`src/rtl/csr_atomic_mux_pkg.sv`:
```
package csr_atomic_mux_pkg;

  typedef enum logic [1:0] {
    ACC_RO = 2'b01,
    ACC_WO = 2'b10,
    ACC_RW = 2'b11
  } acc_mode_e;

  function automatic int unsigned ceil_div(int unsigned a, int unsigned b);
    return (a + b - 1) / b;
  endfunction

  // round v up to a multiple of 2**lg
  function automatic int unsigned round_pow2(int unsigned v, int unsigned lg);
    int unsigned g;
    g = 32'd1 << lg;
    return ((v + g - 1) / g) * g;
  endfunction

endpackage

```
`src/rtl/csr_atomic_mux_match.sv`:
```
module csr_atomic_mux_match #(
  parameter int unsigned ADDR_W = 8,
  parameter int unsigned BASE   = 0,
  parameter int unsigned CHUNKS = 1,
  parameter int unsigned CIDX_W = 1
) (
  input  logic [ADDR_W-1:0] addr,
  output logic              hit,
  output logic [CIDX_W-1:0] chunk
);
  logic [31:0] a32;
  logic [31:0] rel;

  always_comb begin
    a32   = 32'(addr);
    rel   = a32 - 32'(BASE);
    hit   = (a32 >= 32'(BASE)) && (a32 < 32'(BASE + CHUNKS));
    chunk = CIDX_W'(rel);
  end
endmodule

```
`src/rtl/csr_atomic_mux_rd.sv`:
```
module csr_atomic_mux_rd #(
  parameter int unsigned DATA_W   = 8,
  parameter int unsigned WIDTH    = 8,
  parameter int unsigned CHUNKS   = 1,
  parameter int unsigned CIDX_W   = 1,
  parameter bit          READABLE = 1'b1
) (
  input  logic              clk,
  input  logic              rst_n,
  input  logic              sel,
  input  logic [CIDX_W-1:0] chunk,
  input  logic [WIDTH-1:0]  live,
  output logic              strobe,
  output logic [DATA_W-1:0] word
);
  localparam int unsigned SPAN = CHUNKS * DATA_W;

  logic [SPAN-1:0] padded;
  logic            take;
  logic            lowest;

  always_comb begin
    padded = READABLE ? SPAN'(live) : '0;
    take   = sel && READABLE;
    lowest = (chunk == '0);
    strobe = take && lowest;
  end

  if (CHUNKS > 1) begin : g_wide
    // snapshot of everything above the lowest chunk
    logic [SPAN-DATA_W-1:0] hold_q;

    always_ff @(posedge clk) begin
      if (!rst_n)      hold_q <= '0;
      else if (strobe) hold_q <= padded[SPAN-1:DATA_W];
    end

    always_comb begin
      word = '0;
      if (take) begin
        if (lowest) word = padded[DATA_W-1:0];
        for (int c = 1; c < CHUNKS; c++) begin
          if (chunk == CIDX_W'(c)) word = hold_q[(c-1)*DATA_W +: DATA_W];
        end
      end
    end
  end else begin : g_narrow
    always_comb word = take ? padded[DATA_W-1:0] : '0;
  end
endmodule

```
`src/rtl/csr_atomic_mux_wr.sv`:
```
module csr_atomic_mux_wr #(
  parameter int unsigned DATA_W   = 8,
  parameter int unsigned WIDTH    = 8,
  parameter int unsigned CHUNKS   = 1,
  parameter int unsigned CIDX_W   = 1,
  parameter bit          WRITABLE = 1'b1
) (
  input  logic              clk,
  input  logic              rst_n,
  input  logic              sel,
  input  logic [CIDX_W-1:0] chunk,
  input  logic [DATA_W-1:0] din,
  output logic              strobe,
  output logic [WIDTH-1:0]  value
);
  localparam int unsigned SPAN = CHUNKS * DATA_W;

  logic             take;
  logic             last;
  logic [WIDTH-1:0] value_d;

  always_comb begin
    take = sel && WRITABLE;
    last = (chunk == CIDX_W'(CHUNKS - 1));
  end

  if (CHUNKS > 1) begin : g_wide
    // lower chunks wait here until the top chunk arrives
    logic [SPAN-DATA_W-1:0] stage_q;

    always_ff @(posedge clk) begin
      if (!rst_n) begin
        stage_q <= '0;
      end else if (take && !last) begin
        for (int c = 0; c < CHUNKS - 1; c++) begin
          if (chunk == CIDX_W'(c)) stage_q[c*DATA_W +: DATA_W] <= din;
        end
      end
    end

    always_comb value_d = WIDTH'({din, stage_q});
  end else begin : g_narrow
    always_comb value_d = WIDTH'(din);
  end

  always_ff @(posedge clk) begin
    if (!rst_n) begin
      strobe <= 1'b0;
      value  <= '0;
    end else begin
      strobe <= take && last;
      if (take && last) value <= value_d;
    end
  end
endmodule

```
`src/rtl/csr_atomic_mux.sv`:
```
module csr_atomic_mux
  import csr_atomic_mux_pkg::*;
#(
  parameter int unsigned DATA_W   = 8,
  parameter int unsigned ADDR_W   = 8,
  parameter int unsigned ALIGN    = 1,
  parameter int unsigned NUM_REGS = 4,
  parameter int unsigned REG_WIDTH [NUM_REGS] = '{4, 8, 16, 20},
  parameter acc_mode_e   REG_ACCESS [NUM_REGS] = '{ACC_RO, ACC_WO, ACC_RW, ACC_RW},
  localparam int unsigned TOTAL_W = sum_width(NUM_REGS)
) (
  input  logic                clk,
  input  logic                rst_n,
  input  logic [ADDR_W-1:0]   bus_addr,
  input  logic                bus_r_stb,
  output logic [DATA_W-1:0]   bus_r_data,
  input  logic                bus_w_stb,
  input  logic [DATA_W-1:0]   bus_w_data,
  input  logic [TOTAL_W-1:0]  reg_r_data,
  output logic [NUM_REGS-1:0] reg_r_stb,
  output logic [TOTAL_W-1:0]  reg_w_data,
  output logic [NUM_REGS-1:0] reg_w_stb
);

  function automatic int unsigned sum_width(int unsigned k);
    int unsigned s;
    s = 0;
    for (int unsigned j = 0; j < k; j++) s += REG_WIDTH[j];
    return s;
  endfunction

  function automatic int unsigned base_addr(int unsigned k);
    int unsigned s;
    s = 0;
    for (int unsigned j = 0; j < k; j++)
      s += round_pow2(ceil_div(REG_WIDTH[j], DATA_W), ALIGN);
    return s;
  endfunction

  function automatic int unsigned widest_chunks();
    int unsigned m;
    m = 1;
    for (int unsigned j = 0; j < NUM_REGS; j++)
      if (ceil_div(REG_WIDTH[j], DATA_W) > m) m = ceil_div(REG_WIDTH[j], DATA_W);
    return m;
  endfunction

  function automatic logic [NUM_REGS-1:0] mode_mask(bit want_write);
    logic [NUM_REGS-1:0] m;
    for (int unsigned j = 0; j < NUM_REGS; j++) begin
      if (want_write) m[j] = (REG_ACCESS[j] == ACC_WO) || (REG_ACCESS[j] == ACC_RW);
      else            m[j] = (REG_ACCESS[j] == ACC_RO) || (REG_ACCESS[j] == ACC_RW);
    end
    return m;
  endfunction

  localparam int unsigned         MAX_CH  = widest_chunks();
  localparam int unsigned         CIDX_W  = (MAX_CH > 1) ? $clog2(MAX_CH) : 1;
  localparam logic [NUM_REGS-1:0] RD_MASK = mode_mask(1'b0);
  localparam logic [NUM_REGS-1:0] WR_MASK = mode_mask(1'b1);

  logic [DATA_W-1:0] slot_word [NUM_REGS];
  logic [DATA_W-1:0] word_any;

  for (genvar k = 0; k < NUM_REGS; k++) begin : g_slot
    localparam int unsigned W    = REG_WIDTH[k];
    localparam int unsigned OFF  = sum_width(k);
    localparam int unsigned BASE = base_addr(k);
    localparam int unsigned CH   = ceil_div(W, DATA_W);

    logic              hit;
    logic [CIDX_W-1:0] cidx;

    csr_atomic_mux_match #(
      .ADDR_W(ADDR_W), .BASE(BASE), .CHUNKS(CH), .CIDX_W(CIDX_W)
    ) u_match (
      .addr(bus_addr), .hit(hit), .chunk(cidx)
    );

    csr_atomic_mux_rd #(
      .DATA_W(DATA_W), .WIDTH(W), .CHUNKS(CH), .CIDX_W(CIDX_W),
      .READABLE(RD_MASK[k])
    ) u_rd (
      .clk(clk), .rst_n(rst_n), .sel(bus_r_stb && hit), .chunk(cidx),
      .live(reg_r_data[OFF +: W]), .strobe(reg_r_stb[k]), .word(slot_word[k])
    );

    csr_atomic_mux_wr #(
      .DATA_W(DATA_W), .WIDTH(W), .CHUNKS(CH), .CIDX_W(CIDX_W),
      .WRITABLE(WR_MASK[k])
    ) u_wr (
      .clk(clk), .rst_n(rst_n), .sel(bus_w_stb && hit), .chunk(cidx),
      .din(bus_w_data), .strobe(reg_w_stb[k]), .value(reg_w_data[OFF +: W])
    );
  end

  // at most one slot drives a non-zero word, so OR-combine
  always_comb begin
    word_any = '0;
    for (int k = 0; k < NUM_REGS; k++) word_any |= slot_word[k];
  end

  always_ff @(posedge clk) begin
    if (!rst_n) bus_r_data <= '0;
    else        bus_r_data <= word_any;
  end

endmodule

```
`config.mk`:
```
export PLATFORM = sky130hd
export DESIGN_NAME = csr_atomic_mux
export DESIGN_NICKNAME = d
export VERILOG_FILES = /design/src/rtl/csr_atomic_mux_pkg.sv /design/src/rtl/csr_atomic_mux_match.sv /design/src/rtl/csr_atomic_mux_rd.sv /design/src/rtl/csr_atomic_mux_wr.sv /design/src/rtl/csr_atomic_mux.sv
export SDC_FILE = /design/constraint.sdc
export NUM_CORES = 1
export LEC_CHECK = 0
export ABC_CLOCK_PERIOD_IN_PS = 1900
export BUFFER_PORTS_ARGS = -buffer_cell sky130_fd_sc_hd__buf_2
export CAP_MARGIN = 30
export CORE_MARGIN = 4
export CORE_UTILIZATION = 52
export DETAILED_ROUTE_END_ITERATION = 10
export PLACE_DENSITY_LB_ADDON = 0.05
export SLEW_MARGIN = 20
export SYNTH_ARGS = -nofsm -noshare
export SYNTH_HDL_FRONTEND = slang
export SYNTH_HIERARCHICAL = 1
export SYNTH_SLANG_ARGS = --single-unit
```
`constraint.sdc`:
```
create_clock -name clk -period 1.9 [get_ports clk]
set_input_delay 0.095 -clock clk [delete_from_list [all_inputs] [get_ports clk]]
set_output_delay 0.095 -clock clk [all_outputs]
set_load 0.005 [all_outputs]
```
==> reports/results.txt <==
Hold endpoint: g_slot[1].u_wr/value[6]
I/O pin total: 132
Static Leak: 2.492 nW
Die height: 100.7 um
Die W: 100.7 um
Commonest non-fill, non-tap cell in the layout: nand2_1
Kind of critical path: in2out
Die area: 10130 um^2
Fin. Hold Viols: 0
Clock Sinks: 99
Fmax: 566.2 MHz
Arrival time at the worst endpoint: 1.67 ns
Initial core utilization: 53.81%
Max Cap Violations: 0
Slew Viols, Final: 0
Mean area per synthesized cell: 9.687 um^2
Layout overhead on the synthesized area: 21.55%
Tcrit/Tclk final: 92.95%
Antenna violations before repair: 0
Via count: 3354
First-pass GRT wire length: 15.39 mm
Buffers on Ports: 117
Hold slack final: 0.01384 ns
Crit path max fanout: 9
Min-delay src: bus_w_data[6]
Setup violators final: 0
Cell Area, Synth: 4466 um^2
Hold-critical path depth: 3
Row cnt: 33
Grt ovf: 0
Crit. End Element: primary output
GPL Wtd Cong: 0.8056
DP Wirelength: 6.951 mm
Synth Warn #: 6
Clk slew on worst S/H paths: 0.10 ns
Num CTS Buffers: 9
DRT iter0 DRCs: 68
RSZ-0062 raised after global routing: false
Residual DRC count: 0
Status: complete, no violations
Number of diodes: 0
Fin crit period: 1.766 ns
CTS tree: done
Detail-routed net length per standard cell: 13.73 um
Core area: 8299 um^2
Mapped Cells: 461
Max clock buf depth: 2
Most frequent cells in the layout: 136 x nand2_1, 116 x buf_2, 104 x mux2i_1
Pin count of the biggest net entering global routing: 68
# nets final: 655
Startpoint Class: input pin
H-tree levels: 3
Worst min path class: in2reg
R2r endpoint: bus_r_data[3]
Post-Route WL: 9.572 mm
Share of cells above drive strength 1: 27.20%
Reg2reg setup slack: 0.84 ns
Max IR drop VDD: 377.9 uV
Pwr/cell area: 678.0 nW/um^2
Skew final: 0.008770 ns
Required @ worst endpoint: 1.80 ns
1st-pass router iterations: 4
Drt via density: 4.812
Detail Route Antenna Nets: 0
Post-CTS setup buffer count: 0
Reg2Reg Launch Point: g_slot[3].u_rd/g_wide.hold_q[11]
R2r worst-path depth: 3
TNS Setup: 0 ns
Tot GR Track Use: 19.09%
CTS root buffer: clkbuf_8
Clock Latency Late Sink: 0.36 ns
Vias in the first global route: 3224
## per-stage QoR
step,instance area (um^2),setup slack (ns),power [W],utilization [%],cells
after floorplan,4522,0.2008,0.002307,-,476
after global placement,5001,0.1160,0.002377,60.26,658
after detailed placement,5001,0.05857,0.002382,60.26,658
after CTS,5425,0.1186,0.003717,65.37,697
after global routing,5428,0.05403,0.003839,65.40,697
final,5428,0.1339,0.003680,65.40,697
## area by class of cell
type | instances | area (um^2)
Timing Repair Buffer | 154 | 998.5
Inverter | 3 | 11.26
Fill cell | 722 | 2872
Sequential cell | 99 | 1982
Multi-Input combinational cell | 320 | 2111
Tap cell | 105 | 131.4
Clock buffer | 9 | 123.9
Clock inverter | 7 | 70.07
## flip-flops by register name, indices dropped and copies added, names as in the netlist
name,count
g_slot.u_wr/g_wide.stage_q,24
g_slot.u_wr/value,44
g_slot.u_rd/g_wide.hold_q,20
g_slot.u_wr/strobe,3
bus_r_data,8
## per-layer routing
| metal | GRT usage (%) | wire (um) | share of wire, % |
|---|---|---|---|
| met4 | 6.528 | 138 | 1.4 |
| met3 | 4.429 | 530 | 5.5 |
| met2 | 28.91 | 4304 | 45 |
| met5 | 0 | 0 | 0 |
| met1 | 26.76 | 4598 | 48 |
## how the worst max path moves through the flow
stage                     start                                to  slack, ns  cells after the start
global route        bus_addr[1]                      reg_r_stb[2]       0.05                      7
finish              bus_addr[1]                      reg_r_stb[2]       0.13                      7
detailed placement  bus_addr[1]          g_slot[2].u_wr/value[12]       0.06                      7
CTS                 bus_addr[1]                      reg_r_stb[3]       0.12                      7
global placement    bus_addr[1]  g_slot[2].u_wr/g_wide.stage_q[4]       0.12                      7
floorplan           bus_addr[1]   g_slot[3].u_rd/g_wide.hold_q[0]       0.20                      6
## worst max-delay path, stage by stage
cell     delay, ns
buf_2         0.12
or4b_1        0.53
nor4_2        0.22
and2_1        0.21
nor3b_4       0.22
buf_12        0.16
buf_2         0.11
## report_power, final
part	internal (W)	switching (W)	total, W
combinational	0.000136	0.000148	0.000284
clock	0.000515	0.000793	0.00131
sequential	0.00208	0.00000294	0.00209
## what timing repair did
item / CTS / global route
hold buffers: 23 / 0
endpoints found under the hold margin: 23 / 0
resized for setup: 0 / 1
endpoints found under the setup margin: 0 / 1
Note: power is estimated with default switching activity, not from simulation.
